File: src/rtl/ccd_drive_pkg.sv
// Shared types for the CCD drive timing generator.
package ccd_drive_pkg;
    // Line sequencer state
    typedef enum logic [2:0] {
        ST_IDLE = 3'd0,
        ST_PRE  = 3'd1,
        ST_TG   = 3'd2,
        ST_POST = 3'd3,
        ST_READ = 3'd4
    } line_st_t;

    // Region tag of an output pixel
    typedef enum logic [1:0] {
        TAG_INV = 2'b00,
        TAG_OB  = 2'b01,
        TAG_VAL = 2'b10
    } pix_tag_t;
endpackage

File: src/rtl/ccd_region_map.sv
// Maps the output pixel index to a region tag and gives the last index of
// the line for the latched resolution mode.
// Assumes: res_q is stable for the whole line; CW holds the largest line.
module ccd_region_map
    import ccd_drive_pkg::*;
#(
    parameter int INV_HI  = 4,
    parameter int OB_HI   = 47,
    parameter int VAL_HI  = 10800,
    parameter int INV_MID = 2,
    parameter int OB_MID  = 24,
    parameter int VAL_MID = 5400,
    parameter int INV_LO  = 1,
    parameter int OB_LO   = 12,
    parameter int VAL_LO  = 2700,
    parameter int CW      = 14
) (
    input  logic [1:0]    res_q,
    input  logic          in_read,
    input  logic [CW-1:0] opix,
    output pix_tag_t      tag,
    output logic [CW-1:0] last_pix,
    output logic          bin2
);
    localparam logic [CW-1:0] HI_B1  = CW'(INV_HI);
    localparam logic [CW-1:0] HI_B2  = CW'(INV_HI + OB_HI);
    localparam logic [CW-1:0] HI_B3  = CW'(INV_HI + OB_HI + VAL_HI);
    localparam logic [CW-1:0] HI_E   = CW'(2*INV_HI + OB_HI + VAL_HI - 1);
    localparam logic [CW-1:0] MID_B1 = CW'(INV_MID);
    localparam logic [CW-1:0] MID_B2 = CW'(INV_MID + OB_MID);
    localparam logic [CW-1:0] MID_B3 = CW'(INV_MID + OB_MID + VAL_MID);
    localparam logic [CW-1:0] MID_E  = CW'(2*INV_MID + OB_MID + VAL_MID - 1);
    localparam logic [CW-1:0] LO_B1  = CW'(INV_LO);
    localparam logic [CW-1:0] LO_B2  = CW'(INV_LO + OB_LO);
    localparam logic [CW-1:0] LO_B3  = CW'(INV_LO + OB_LO + VAL_LO);
    localparam logic [CW-1:0] LO_E   = CW'(2*INV_LO + OB_LO + VAL_LO - 1);

    logic [CW-1:0] b1, b2, b3;

    // Select the region boundaries of the latched mode
    always_comb begin
        unique case (res_q)
            2'd0:    begin b1 = HI_B1;  b2 = HI_B2;  b3 = HI_B3;  last_pix = HI_E;  end
            2'd1:    begin b1 = MID_B1; b2 = MID_B2; b3 = MID_B3; last_pix = MID_E; end
            default: begin b1 = LO_B1;  b2 = LO_B2;  b3 = LO_B3;  last_pix = LO_E;  end
        endcase
    end

    assign bin2 = res_q[1];

    // Classify the current output pixel
    always_comb begin
        if (!in_read || opix < b1) tag = TAG_INV;
        else if (opix < b2)        tag = TAG_OB;
        else if (opix < b3)        tag = TAG_VAL;
        else                       tag = TAG_INV;
    end
endmodule

File: src/rtl/ccd_line_seq.sv
// Line sequencer: idle, guard, transfer, guard, readout. Counts pixel phase,
// binning sub-period and output pixel, and latches the line settings.
// Assumes: PIX_CYC >= 4, HOLD_MIN >= 1, TG_MIN >= 1, LW >= HW.
module ccd_line_seq
    import ccd_drive_pkg::*;
#(
    parameter int PIX_CYC  = 8,
    parameter int PW       = 3,
    parameter int CW       = 14,
    parameter int LW       = 16,
    parameter int HW       = 12,
    parameter int TG_MIN   = 500,
    parameter int TG_MAX   = 5000,
    parameter int HOLD_MIN = 90
) (
    input  logic          clk,
    input  logic          rst_n,
    input  logic          start,
    input  logic          free_run,
    input  logic [1:0]    res_mode,
    input  logic          clamp_line,
    input  logic [LW-1:0] tg_len,
    input  logic [HW-1:0] hold_len,
    input  logic [CW-1:0] last_pix,
    input  logic          bin2,
    output line_st_t      st,
    output logic [PW-1:0] ph,
    output logic          grp_first,
    output logic          grp_last,
    output logic [CW-1:0] opix,
    output logic [1:0]    res_q,
    output logic          clamp_q,
    output logic          sel_q,
    output logic          line_done
);
    localparam logic [LW-1:0] TG_LO   = LW'(TG_MIN);
    localparam logic [LW-1:0] TG_HI   = LW'(TG_MAX);
    localparam logic [HW-1:0] HOLD_LO = HW'(HOLD_MIN);
    localparam logic [PW-1:0] PH_END  = PW'(PIX_CYC - 1);

    logic [LW-1:0] cnt, tg_q, tg_eff, hold_end;
    logic [HW-1:0] hold_q, hold_eff;
    logic          sub, read_end, go;

    assign tg_eff    = (tg_len < TG_LO) ? TG_LO : ((tg_len > TG_HI) ? TG_HI : tg_len);
    assign hold_eff  = (hold_len < HOLD_LO) ? HOLD_LO : hold_len;
    assign hold_end  = LW'(hold_q) - LW'(1);
    assign grp_first = !sub;
    assign grp_last  = !bin2 || sub;
    assign read_end  = (st == ST_READ) && (ph == PH_END) && grp_last && (opix == last_pix);
    assign go        = ((st == ST_IDLE) && (start || free_run)) || (read_end && free_run);

    // Capture the line settings when a line begins
    always_ff @(posedge clk) begin
        if (!rst_n) begin
            res_q   <= 2'd0;
            clamp_q <= 1'b0;
            sel_q   <= 1'b0;
            tg_q    <= TG_LO;
            hold_q  <= HOLD_LO;
        end else if (go) begin
            res_q   <= res_mode;
            clamp_q <= clamp_line;
            sel_q   <= (res_mode == 2'd0);
            tg_q    <= tg_eff;
            hold_q  <= hold_eff;
        end
    end

    // Walk the line phases and the readout counters
    always_ff @(posedge clk) begin
        if (!rst_n) begin
            st        <= ST_IDLE;
            cnt       <= '0;
            ph        <= '0;
            sub       <= 1'b0;
            opix      <= '0;
            line_done <= 1'b0;
        end else begin
            line_done <= 1'b0;
            unique case (st)
                ST_IDLE: begin
                    cnt <= '0;
                    if (go) st <= ST_PRE;
                end
                ST_PRE: begin
                    if (cnt == hold_end) begin st <= ST_TG; cnt <= '0; end
                    else cnt <= cnt + LW'(1);
                end
                ST_TG: begin
                    if (cnt == tg_q - LW'(1)) begin st <= ST_POST; cnt <= '0; end
                    else cnt <= cnt + LW'(1);
                end
                ST_POST: begin
                    if (cnt == hold_end) begin
                        st   <= ST_READ;
                        cnt  <= '0;
                        ph   <= '0;
                        sub  <= 1'b0;
                        opix <= '0;
                    end else cnt <= cnt + LW'(1);
                end
                ST_READ: begin
                    if (ph != PH_END) ph <= ph + PW'(1);
                    else begin
                        ph <= '0;
                        if (!grp_last) sub <= 1'b1;
                        else begin
                            sub <= 1'b0;
                            if (opix == last_pix) begin
                                line_done <= 1'b1;
                                opix      <= '0;
                                st        <= free_run ? ST_PRE : ST_IDLE;
                            end else opix <= opix + CW'(1);
                        end
                    end
                end
                default: st <= ST_IDLE;
            endcase
        end
    end


    tg_width_range_chk: assert property (@(posedge clk) disable iff (!rst_n)
        (st == ST_TG) |-> (tg_q >= TG_LO && tg_q <= TG_HI));

    done_single_chk: assert property (@(posedge clk) disable iff (!rst_n)
        line_done |=> !line_done);

    sel_hold_chk: assert property (@(posedge clk) disable iff (!rst_n)
        (st == ST_TG) |=> $stable(sel_q));
endmodule

File: src/rtl/ccd_pixel_wave.sv
// Decodes sequencer state and pixel phase into the sensor drive waveforms.
// Assumes: PIX_CYC >= 4 so reset, clamp and strobe fall in distinct cycles.
module ccd_pixel_wave
    import ccd_drive_pkg::*;
#(
    parameter int PIX_CYC = 8,
    parameter int PW      = 3
) (
    input  line_st_t      st,
    input  logic [PW-1:0] ph,
    input  logic          grp_first,
    input  logic          grp_last,
    input  logic          clamp_line,
    output logic          phi1,
    output logic          phi2,
    output logic          rg,
    output logic          clb,
    output logic          tg,
    output logic          strobe
);
    localparam logic [PW-1:0] PH_HALF = PW'(PIX_CYC / 2);
    localparam logic [PW-1:0] PH_END  = PW'(PIX_CYC - 1);

    logic guard, rd;

    assign guard = (st == ST_PRE) || (st == ST_POST);
    assign rd    = (st == ST_READ);
    assign tg    = (st == ST_TG);

    // Shift clocks: held through transfer, parked with phase 2 high in idle
    always_comb begin
        phi1 = guard || tg || (rd && ph < PH_HALF);
        phi2 = (st == ST_IDLE) || (rd && ph >= PH_HALF);
    end

    // Reset gate, clamp clock and sample strobe
    always_comb begin
        rg     = rd && (ph == '0) && grp_first;
        strobe = rd && (ph == PH_END) && grp_last;
        if (clamp_line) clb = guard || rd;
        else            clb = guard || tg || (rd && ph == PW'(1) && grp_first);
    end
endmodule

File: src/rtl/ccd_drive_gen.sv
// Top of the linear CCD drive timing generator: sequencer, region map and
// waveform decoder. Outputs decode registered state directly.
// Assumes: PIX_CYC cycles of clk give a pixel rate no higher than the sensor allows.
module ccd_drive_gen
    import ccd_drive_pkg::*;
#(
    parameter int PIX_CYC  = 8,
    parameter int INV_HI   = 4,
    parameter int OB_HI    = 47,
    parameter int VAL_HI   = 10800,
    parameter int INV_MID  = 2,
    parameter int OB_MID   = 24,
    parameter int VAL_MID  = 5400,
    parameter int INV_LO   = 1,
    parameter int OB_LO    = 12,
    parameter int VAL_LO   = 2700,
    parameter int TG_MIN   = 500,
    parameter int TG_MAX   = 5000,
    parameter int HOLD_MIN = 90,
    parameter int LW       = 16,
    parameter int HW       = 12
) (
    input  logic          clk,
    input  logic          rst_n,
    input  logic          start_i,
    input  logic          free_run_i,
    input  logic [1:0]    res_mode_i,
    input  logic          clamp_line_i,
    input  logic [LW-1:0] tg_len_i,
    input  logic [HW-1:0] hold_len_i,
    output logic          tg_r_o,
    output logic          tg_g_o,
    output logic          tg_b_o,
    output logic          phi1_o,
    output logic          phi2_o,
    output logic          rg_o,
    output logic          clb_o,
    output logic          sel_o,
    output logic [1:0]    pix_tag_o,
    output logic          pix_strobe_o,
    output logic          line_done_o
);
    localparam int PW     = (PIX_CYC > 2) ? $clog2(PIX_CYC) : 1;
    localparam int TOT_HI = 2*INV_HI + OB_HI + VAL_HI;
    localparam int TOT_MD = 2*INV_MID + OB_MID + VAL_MID;
    localparam int TOT_LO = 2*INV_LO + OB_LO + VAL_LO;
    localparam int TOT_MX = (TOT_HI > TOT_MD) ? ((TOT_HI > TOT_LO) ? TOT_HI : TOT_LO)
                                              : ((TOT_MD > TOT_LO) ? TOT_MD : TOT_LO);
    localparam int CW     = $clog2(TOT_MX + 1);

    line_st_t      st;
    logic [PW-1:0] ph;
    logic [CW-1:0] opix, last_pix;
    logic [1:0]    res_q;
    logic          grp_first, grp_last, clamp_q, bin2, tg;
    pix_tag_t      tag;

    ccd_line_seq #(
        .PIX_CYC(PIX_CYC), .PW(PW), .CW(CW), .LW(LW), .HW(HW),
        .TG_MIN(TG_MIN), .TG_MAX(TG_MAX), .HOLD_MIN(HOLD_MIN)
    ) seq_i (
        .clk(clk), .rst_n(rst_n), .start(start_i), .free_run(free_run_i),
        .res_mode(res_mode_i), .clamp_line(clamp_line_i), .tg_len(tg_len_i),
        .hold_len(hold_len_i), .last_pix(last_pix), .bin2(bin2), .st(st), .ph(ph),
        .grp_first(grp_first), .grp_last(grp_last), .opix(opix), .res_q(res_q),
        .clamp_q(clamp_q), .sel_q(sel_o), .line_done(line_done_o)
    );

    ccd_region_map #(
        .INV_HI(INV_HI), .OB_HI(OB_HI), .VAL_HI(VAL_HI),
        .INV_MID(INV_MID), .OB_MID(OB_MID), .VAL_MID(VAL_MID),
        .INV_LO(INV_LO), .OB_LO(OB_LO), .VAL_LO(VAL_LO), .CW(CW)
    ) map_i (
        .res_q(res_q), .in_read(st == ST_READ), .opix(opix),
        .tag(tag), .last_pix(last_pix), .bin2(bin2)
    );

    ccd_pixel_wave #(.PIX_CYC(PIX_CYC), .PW(PW)) wave_i (
        .st(st), .ph(ph), .grp_first(grp_first), .grp_last(grp_last),
        .clamp_line(clamp_q), .phi1(phi1_o), .phi2(phi2_o), .rg(rg_o),
        .clb(clb_o), .tg(tg), .strobe(pix_strobe_o)
    );

    // All three colour rows transfer together
    assign tg_r_o    = tg;
    assign tg_g_o    = tg;
    assign tg_b_o    = tg;
    assign pix_tag_o = tag;


    rg_quiet_chk: assert property (@(posedge clk) disable iff (!rst_n)
        tg_r_o |-> !rg_o);

    tg_lead_guard_chk: assert property (@(posedge clk) disable iff (!rst_n)
        $rose(tg_r_o) |-> ($past(phi1_o) && !$past(phi2_o) && !$past(rg_o)));

    tg_trail_guard_chk: assert property (@(posedge clk) disable iff (!rst_n)
        $fell(tg_r_o) |-> (phi1_o && !phi2_o && !rg_o));

    phi_compl_chk: assert property (@(posedge clk) disable iff (!rst_n)
        (st == ST_READ) |-> (phi1_o != phi2_o));

    sel_no_move_chk: assert property (@(posedge clk) disable iff (!rst_n)
        !$stable(sel_o) |-> !tg_r_o);
endmodule

File: config.mk
export PLATFORM = sky130hd
export DESIGN_NAME = ccd_drive_gen
export DESIGN_NICKNAME = d
export VERILOG_FILES = /design/src/rtl/ccd_drive_pkg.sv /design/src/rtl/ccd_region_map.sv /design/src/rtl/ccd_line_seq.sv /design/src/rtl/ccd_pixel_wave.sv /design/src/rtl/ccd_drive_gen.sv
export SDC_FILE = /design/constraint.sdc
export NUM_CORES = 1
export LEC_CHECK = 0
export ABC_AREA = 1
export ABC_CLOCK_PERIOD_IN_PS = 3100
export BUFFER_PORTS_ARGS = -buffer_cell sky130_fd_sc_hd__buf_2
export CAP_MARGIN = 15
export CORE_MARGIN = 1
export CORE_UTILIZATION = 55
export CTS_CLUSTER_DIAMETER = 120
export DETAILED_ROUTE_END_ITERATION = 6
export PLACE_DENSITY = 0.8
export SLEW_MARGIN = 20
export SYNTH_ARGS = -nofsm -noshare
export SYNTH_HDL_FRONTEND = slang
export SYNTH_SLANG_ARGS = --single-unit
File: constraint.sdc
create_clock -name clk -period 3.1 [get_ports clk]
set_clock_uncertainty 0.05 [all_clocks]
set_input_delay 0.155 -clock clk [delete_from_list [all_inputs] [get_ports clk]]
set_output_delay 0.155 -clock clk [all_outputs]
set_load 0.01 [all_outputs]
## Word-level counts from Yosys, hierarchy flattened

Index checks and enable logic that the tools add are counted.

- Input port bits: 35
- Output and inout port bits: 12
- Bits in registers: 70
- Logic and storage cells: 117

- Order comparisons: 8
- Bitwise gates (word level): 3
- Add/sub/neg operators: 5
- Reduce and logical (&&, ||, !) cells: 36
- Equality and inequality tests: 18
- Mux-type cells: 36

Operator list:

| operator | number |
|---|---|
| $pmux W14 S2 | 3 |
| $mux W16 | 4 |
| $mux W14 | 4 |
| $pmux W16 S3 | 1 |
| $eq A16 B16 Y1 | 2 |
| $mux W3 | 9 |
| $add A16 B1 Y16 const B | 1 |
| $gt A16 B13 Y1 const B | 1 |
| $lt A16 B9 Y1 const B | 1 |
| $sub A16 B1 Y16 const B | 1 |
| $pmux W3 S5 | 1 |
| $add A14 B1 Y14 const B | 1 |
| $eq A14 B14 Y1 | 1 |
| $lt A14 B14 Y1 | 1 |
| $lt A14 B3 Y1 | 1 |
| $lt A14 B6 Y1 | 1 |
| $sub A12 B1 Y13 const B | 1 |
| $lt A12 B7 Y1 const B | 1 |
| $mux W12 | 1 |
| $pmux W3 S2 | 2 |
| $pmux W6 S2 | 1 |
| $logic_and A1 B1 Y1 | 11 |
| $logic_or A1 B1 Y1 | 10 |
| $ne A2 B2 Y1 const B | 4 |
| 24 further kinds | 42 |

## Longest topological paths before layout

- Word-level depth: 8
- Gate-level depth with buffers: 18
- Mapped depth without buffers: 18

## Hierarchy

A second synthesis with hierarchy kept.

- Cells, all modules: 927
- Area total of the unflattened synthesis: 5684.2 µm²

By module, submodules not included:

| module | cells an instance | instances | area each (µm²) | sequential area each (µm²) |
|---|---|---|---|---|
| ccd_line_seq | 798 | 1 | 4924.7 | 1401.3 |
| ccd_region_map | 99 | 1 | 603.1 | 0.0 |
| ccd_pixel_wave | 25 | 1 | 127.6 | 0.0 |
| ccd_drive_gen | 5 | 1 | 28.8 | 0.0 |

## Worst setup path before layout

OpenSTA, ideal clock, no wires.

- Kind: reg-to-reg
- From: reg seq_i.res_q[1]
- To: reg seq_i.st[2]
- Cell stages (with the launch flop): 17
- Arrival time: 2.153 ns
- Data required time: 2.937 ns
- Path slack: 0.783 ns
- Path buffers: 0
- Cell sequence: dfxtp_1 > nor2_1 > inv_1 > ha_1 > nand2_1 > inv_1 > nand3_1 > nor3_1 > nand3_1 > nand2_1 > nand2_2 > nand2_1 > nand2_1 > a21oi_1 > nand3_1 > nand2_1 > nor2_1

- Longest elaborated chain between the ends: 8
- Elaborated cells between the ends (all ways): 14
- Those cells by class: 5 x eq/ne; 1 x mux; 8 x reduce/logical

RTL lines:

| item | line | RTL |
|---|---|---|
| start, declared | ccd_line_seq.sv:31 | `output logic [1:0] res_q,` |
| start signal, assigned | ccd_line_seq.sv:62 | `res_q <= res_mode;` |
| $eq A2 B1 Y1 (tied with other cells) | ccd_region_map.sv:42 | `unique case (res_q)` |
| $pmux W14 S2 / $logic_or A1 B1 Y1 (equally long branches) | ccd_region_map.sv:42, ccd_line_seq.sv:49 |  |
| $eq A14 B14 Y1 / $logic_and A1 B1 Y1 (equally long branches) | ccd_line_seq.sv:50, ccd_line_seq.sv:110 |  |
| $logic_and A1 B1 Y1 | ccd_line_seq.sv:50 | `assign read_end = (st == ST_READ) && (ph == PH_END) && grp_last && (opix == last_pix);` |
| $logic_and A1 B1 Y1 | ccd_line_seq.sv:51 | `assign go = ((st == ST_IDLE) && (start \|\| free_run)) \|\| (read_end && free_run);` |
| $logic_or A1 B1 Y1 | ccd_line_seq.sv:51 |  |
| $ne A2 B1 Y1 (no line) | - |  |
| $reduce_and A7 Y1 (no line) (*) | - |  |
| end signal, assigned | ccd_line_seq.sv:113 | `st <= free_run ? ST_PRE : ST_IDLE;` |
| end, declared | ccd_line_seq.sv:26 | `output line_st_t st,` |

Mark *: on every way between the ends. The rest lies on a longest branch, timed or not.
A chain may end at the register's enable or synchronous reset.

## Worst setup path in the final report

- From: reg seq_i.res_q[1]
- To: reg seq_i.tg_q[5]

- Longest elaborated chain between the ends: 6
- Elaborated cells between the ends (all ways): 10
- Those cells by class: 2 x eq/ne; 1 x mux; 7 x reduce/logical

RTL lines:

| item | line | RTL |
|---|---|---|
| $eq A2 B1 Y1 (tied with other cells) | ccd_region_map.sv:42 |  |
| $pmux W14 S2 / $logic_or A1 B1 Y1 (equally long branches) | ccd_region_map.sv:42, ccd_line_seq.sv:49 |  |
| $eq A14 B14 Y1 / $logic_and A1 B1 Y1 (equally long branches) | ccd_line_seq.sv:50 |  |
| $logic_and A1 B1 Y1 (*) | ccd_line_seq.sv:50 |  |
| $logic_and A1 B1 Y1 (*) | ccd_line_seq.sv:51 |  |
| $logic_or A1 B1 Y1 (*) | ccd_line_seq.sv:51 |  |
| end signal, assigned | ccd_line_seq.sv:65 | `tg_q <= tg_eff;` |
| end, declared | ccd_line_seq.sv:41 | `logic [LW-1:0] cnt, tg_q, tg_eff, hold_end;` |

Marked as above.

==> reports/results.txt <==
outcome: finished clean
crit share post-route: 0.890
syn nets: 941
Post-synth top flop: dfxtp_1
crit path max fanout: 14
Power Density: 623 nW/um^2
Worst Tran Pin Value: 0.943 ns
Final GP Congestion: 0.924
Synth area leader: dfxtp_1
largest net degree at the start of global routing: 40
vias in the first global route: 5180
post-synthesis mux area share: 0
Nets: 981
final wirelength: 13600 um
Placed Area: 5780 um^2
Synth Area in Simple Gates: 0.379
R2R Path Start: seq_i.res_q[1]
ANT cells: 0
# rows: 36
Ports: 47
Post-DP HPWL: 10100 um
post-route ant nets: 0
Cells after Synth: 880
top layer reached by signal wires: met4
DR DRC count: 0
#FFs+latches synth: 70
area of the multi-input gates: 3460 um^2
TNS Setup: 0 ns
via count: 5541
Synth Area in Compound Gates: 0.133
Storage cell area: 1400 um^2
register area share after synthesis: 0.256
Starting DRT DRC Count: 205
initial antenna violation count: 0
via density per instance: 5.24
# setup viols final: 0
WL met1: 5920 um
filler cell count: 957
CP endpoint kind: register
post-synth top area share: 0.256
Rel. slew slack: 0.370
Adder-Cell Fraction of Synth Area: 0.0595
Reg2Reg Setup Slack: 0.34 ns
synth top area cells: dfxtp_1 (26%), nand2_1 (15%), inv_1 (8.0%), nor2_1 (7.9%), ha_1 (5.9%)
synth unique cells: 52
worst r2r path cells: 14
met3 WL: 782 um
hold endpoint: seq_i.hold_q[4]
port buffer count: 46
Tmin final: 2.76 ns
hold path start: hold_len_i[4]
total CTS buffers: 9
Ys Warns: 0
Synth Cell Area: 5470 um^2
Post-Synth XOR/XNOR Area: 0.0609
Chip Height: 102 um
Async S/R FF share, synth: 0
H-tree levels: 3
Syn Area/Cell: 6.21 um^2
grt ovf: 0
gr usage total: 0.280
Pre-antenna DRT Iters: 5
r2r endpoint: seq_i.tg_q[5]
Crit Path Class: register to register
number of synthesized flops with an enable pin: 0
routed wl met2: 6430 um
largest family of logic cells by synthesized area: simple AND/OR/NAND/NOR gates
area delta synth->final: 10.2%
CP arrival: 2.99 ns
LEAKAGE: 2.86 nW
first-pass GRT wire length: 22800 um
Final Max Slew Viols: 0
die width: 102 um
Required @ worst endpoint: 3.33 ns
Max Cap Viol: 0
CTS Sinks: 70
share of cells above drive strength 1: 0.119
CTS tree: built
clock-pin slew on the worst setup and hold paths: 0.09 ns
worst hold slack: 0.0179 ns
later-pin clock latency in the skew report: 0.36 ns
Initial Util: 0.565
class of the worst hold path: input port to register
CP Launch Type: register
final instance area: 6030 um^2
RSZ-0062 raised after global routing: false
Hold Crit Depth: 3
CTS max path bufs: 2
DIE AREA: 10300 um^2
DR WL/cell: 12.8 um
post-CTS setup buffer count: 0
Core Area: 9680 um^2
final hold violation count: 0
VDD IR max: 0.314 mV
Fmax achieved: 362 MHz
clk root buf: clkbuf_8
==> cell families after synthesis <==
| logic type | count (synthesis) |
|---|---|
| AND/OR/NAND/NOR | 469 |
| buffers and inverters | 148 |
| AO/OA/AOI/OAI | 129 |
| flip-flops | 70 |
| XOR/XNOR | 38 |
| adder cells (fa/ha/maj) | 26 |
==> layout make-up <==
class,instances,area share
multi-input combinational,662,0.575
sequential,70,0.233
inverter,119,0.0741
timing repair buffer,58,0.0540
tap,133,0.0276
clock buffer,10,0.0228
clock inverter,6,0.0141
==> how the worst max path moves through the flow <==
stage,from,end,slack (ns),depth (start not counted)
floorplan,seq_i.res_q[1],seq_i.st[2],0.78,16
global placement,seq_i.res_q[1],seq_i.tg_q[4],0.45,14
detailed placement,seq_i.res_q[1],seq_i.tg_q[4],0.38,14
CTS,seq_i.res_q[1],seq_i.hold_q[6],0.35,14
global route,seq_i.res_q[1],seq_i.hold_q[3],0.03,14
finish,seq_i.res_q[1],seq_i.tg_q[5],0.34,14
==> where the power goes <==
part	switching, mW	internal, mW	leakage, nW
sequential	0.167	1.04	0.571
clock	0.375	0.472	0.108
combinational	1.12	0.578	2.18
==> critical path, stage by stage, from the launching register on <==
cell and delay (ns):
dfxtp_1 0.40, nor2_1 0.30, inv_1 0.15, ha_1 0.30, nand2_1 0.07, inv_1 0.09
nand3_1 0.09, nor3_1 0.19, nand3_1 0.15, nand2_1 0.10, nand2_2 0.07, inv_1 0.27
buf_4 0.26, a21oi_1 0.08, o21ai_0 0.12
==> flip-flops by register name, summed over array words and instances (netlist names) <==
signal and count:
seq_i.cnt 16, seq_i.tg_q 16, seq_i.opix 14, seq_i.hold_q 12, seq_i.ph 3, seq_i.st 3, seq_i.res_q 2, seq_i.clamp_q 1
seq_i.line_done 1, seq_i.sel_q 1, seq_i.sub 1
==> routing by layer <==
metal,vias to the layer above,global-route usage
met4,0,0.135
met3,36,0.0490
li1,2892,-
met5,-,0
met1,2464,0.324
met2,149,0.498
==> placed cells by master (no fill, tap or decap), types with 7 or more instances in the layout <==
master,synthesis,layout
nand2_1,222,222
a21oi_1,48,48
xnor2_1,10,10
nor2_2,6,7
clkbuf_8,1,10
dfxtp_1,70,70
inv_1,116,116
nor3_1,17,17
nand3b_1,9,9
o21ai_0,48,48
nand3_1,61,61
buf_2,6,46
buf_4,2,10
nand2_2,7,7
nor2_1,115,114
ha_1,26,26
xor2_1,28,28
==> synth_stat cells, types with 2 or more instances <==
cell type,count
nand3_1,61
a211oi_1,4
nor2_4,6
nand2_1,222
o21a_1,2
nand3b_1,9
nor2_2,6
o21ai_0,48
o21ai_1,5
o211ai_1,4
xnor2_1,10
dfxtp_1,70
nor2_1,115
nor4_1,3
buf_4,2
a21oi_1,48
nand2_4,2
buf_2,6
nand3_2,3
buf_6,2
inv_1,116
a31oi_1,3
clkbuf_2,4
clkbuf_1,12
inv_2,3
xor2_1,28
nor3_1,17
nand4_1,5
o21bai_1,3
nand2_2,7
or2_2,6
nor3b_1,3
ha_1,26
==> per-stage QoR <==
| stage | worst slack (ns) | std cells | util | power [mW] |
|---|---|---|---|---|
| after global placement | 0.452 | 1040 | 0.597 | 2.89 |
| after detailed placement | 0.383 | 1040 | 0.597 | 2.90 |
| after CTS | 0.346 | 1058 | 0.622 | 3.76 |
| final | 0.340 | 1058 | 0.622 | 3.75 |
| after floorplan | 0.783 | 880 | - | 2.50 |
| after global routing | 0.0263 | 1058 | 0.622 | 4.06 |
==> what timing repair did <==
item                                    4_1_cts  5_1_grt
gates resized for setup                       0        1
endpoints found under the hold margin         2        0
hold buffers                                  2        0
endpoints found under the setup margin        0        2
Note: power is estimated with default switching activity, not from simulation.
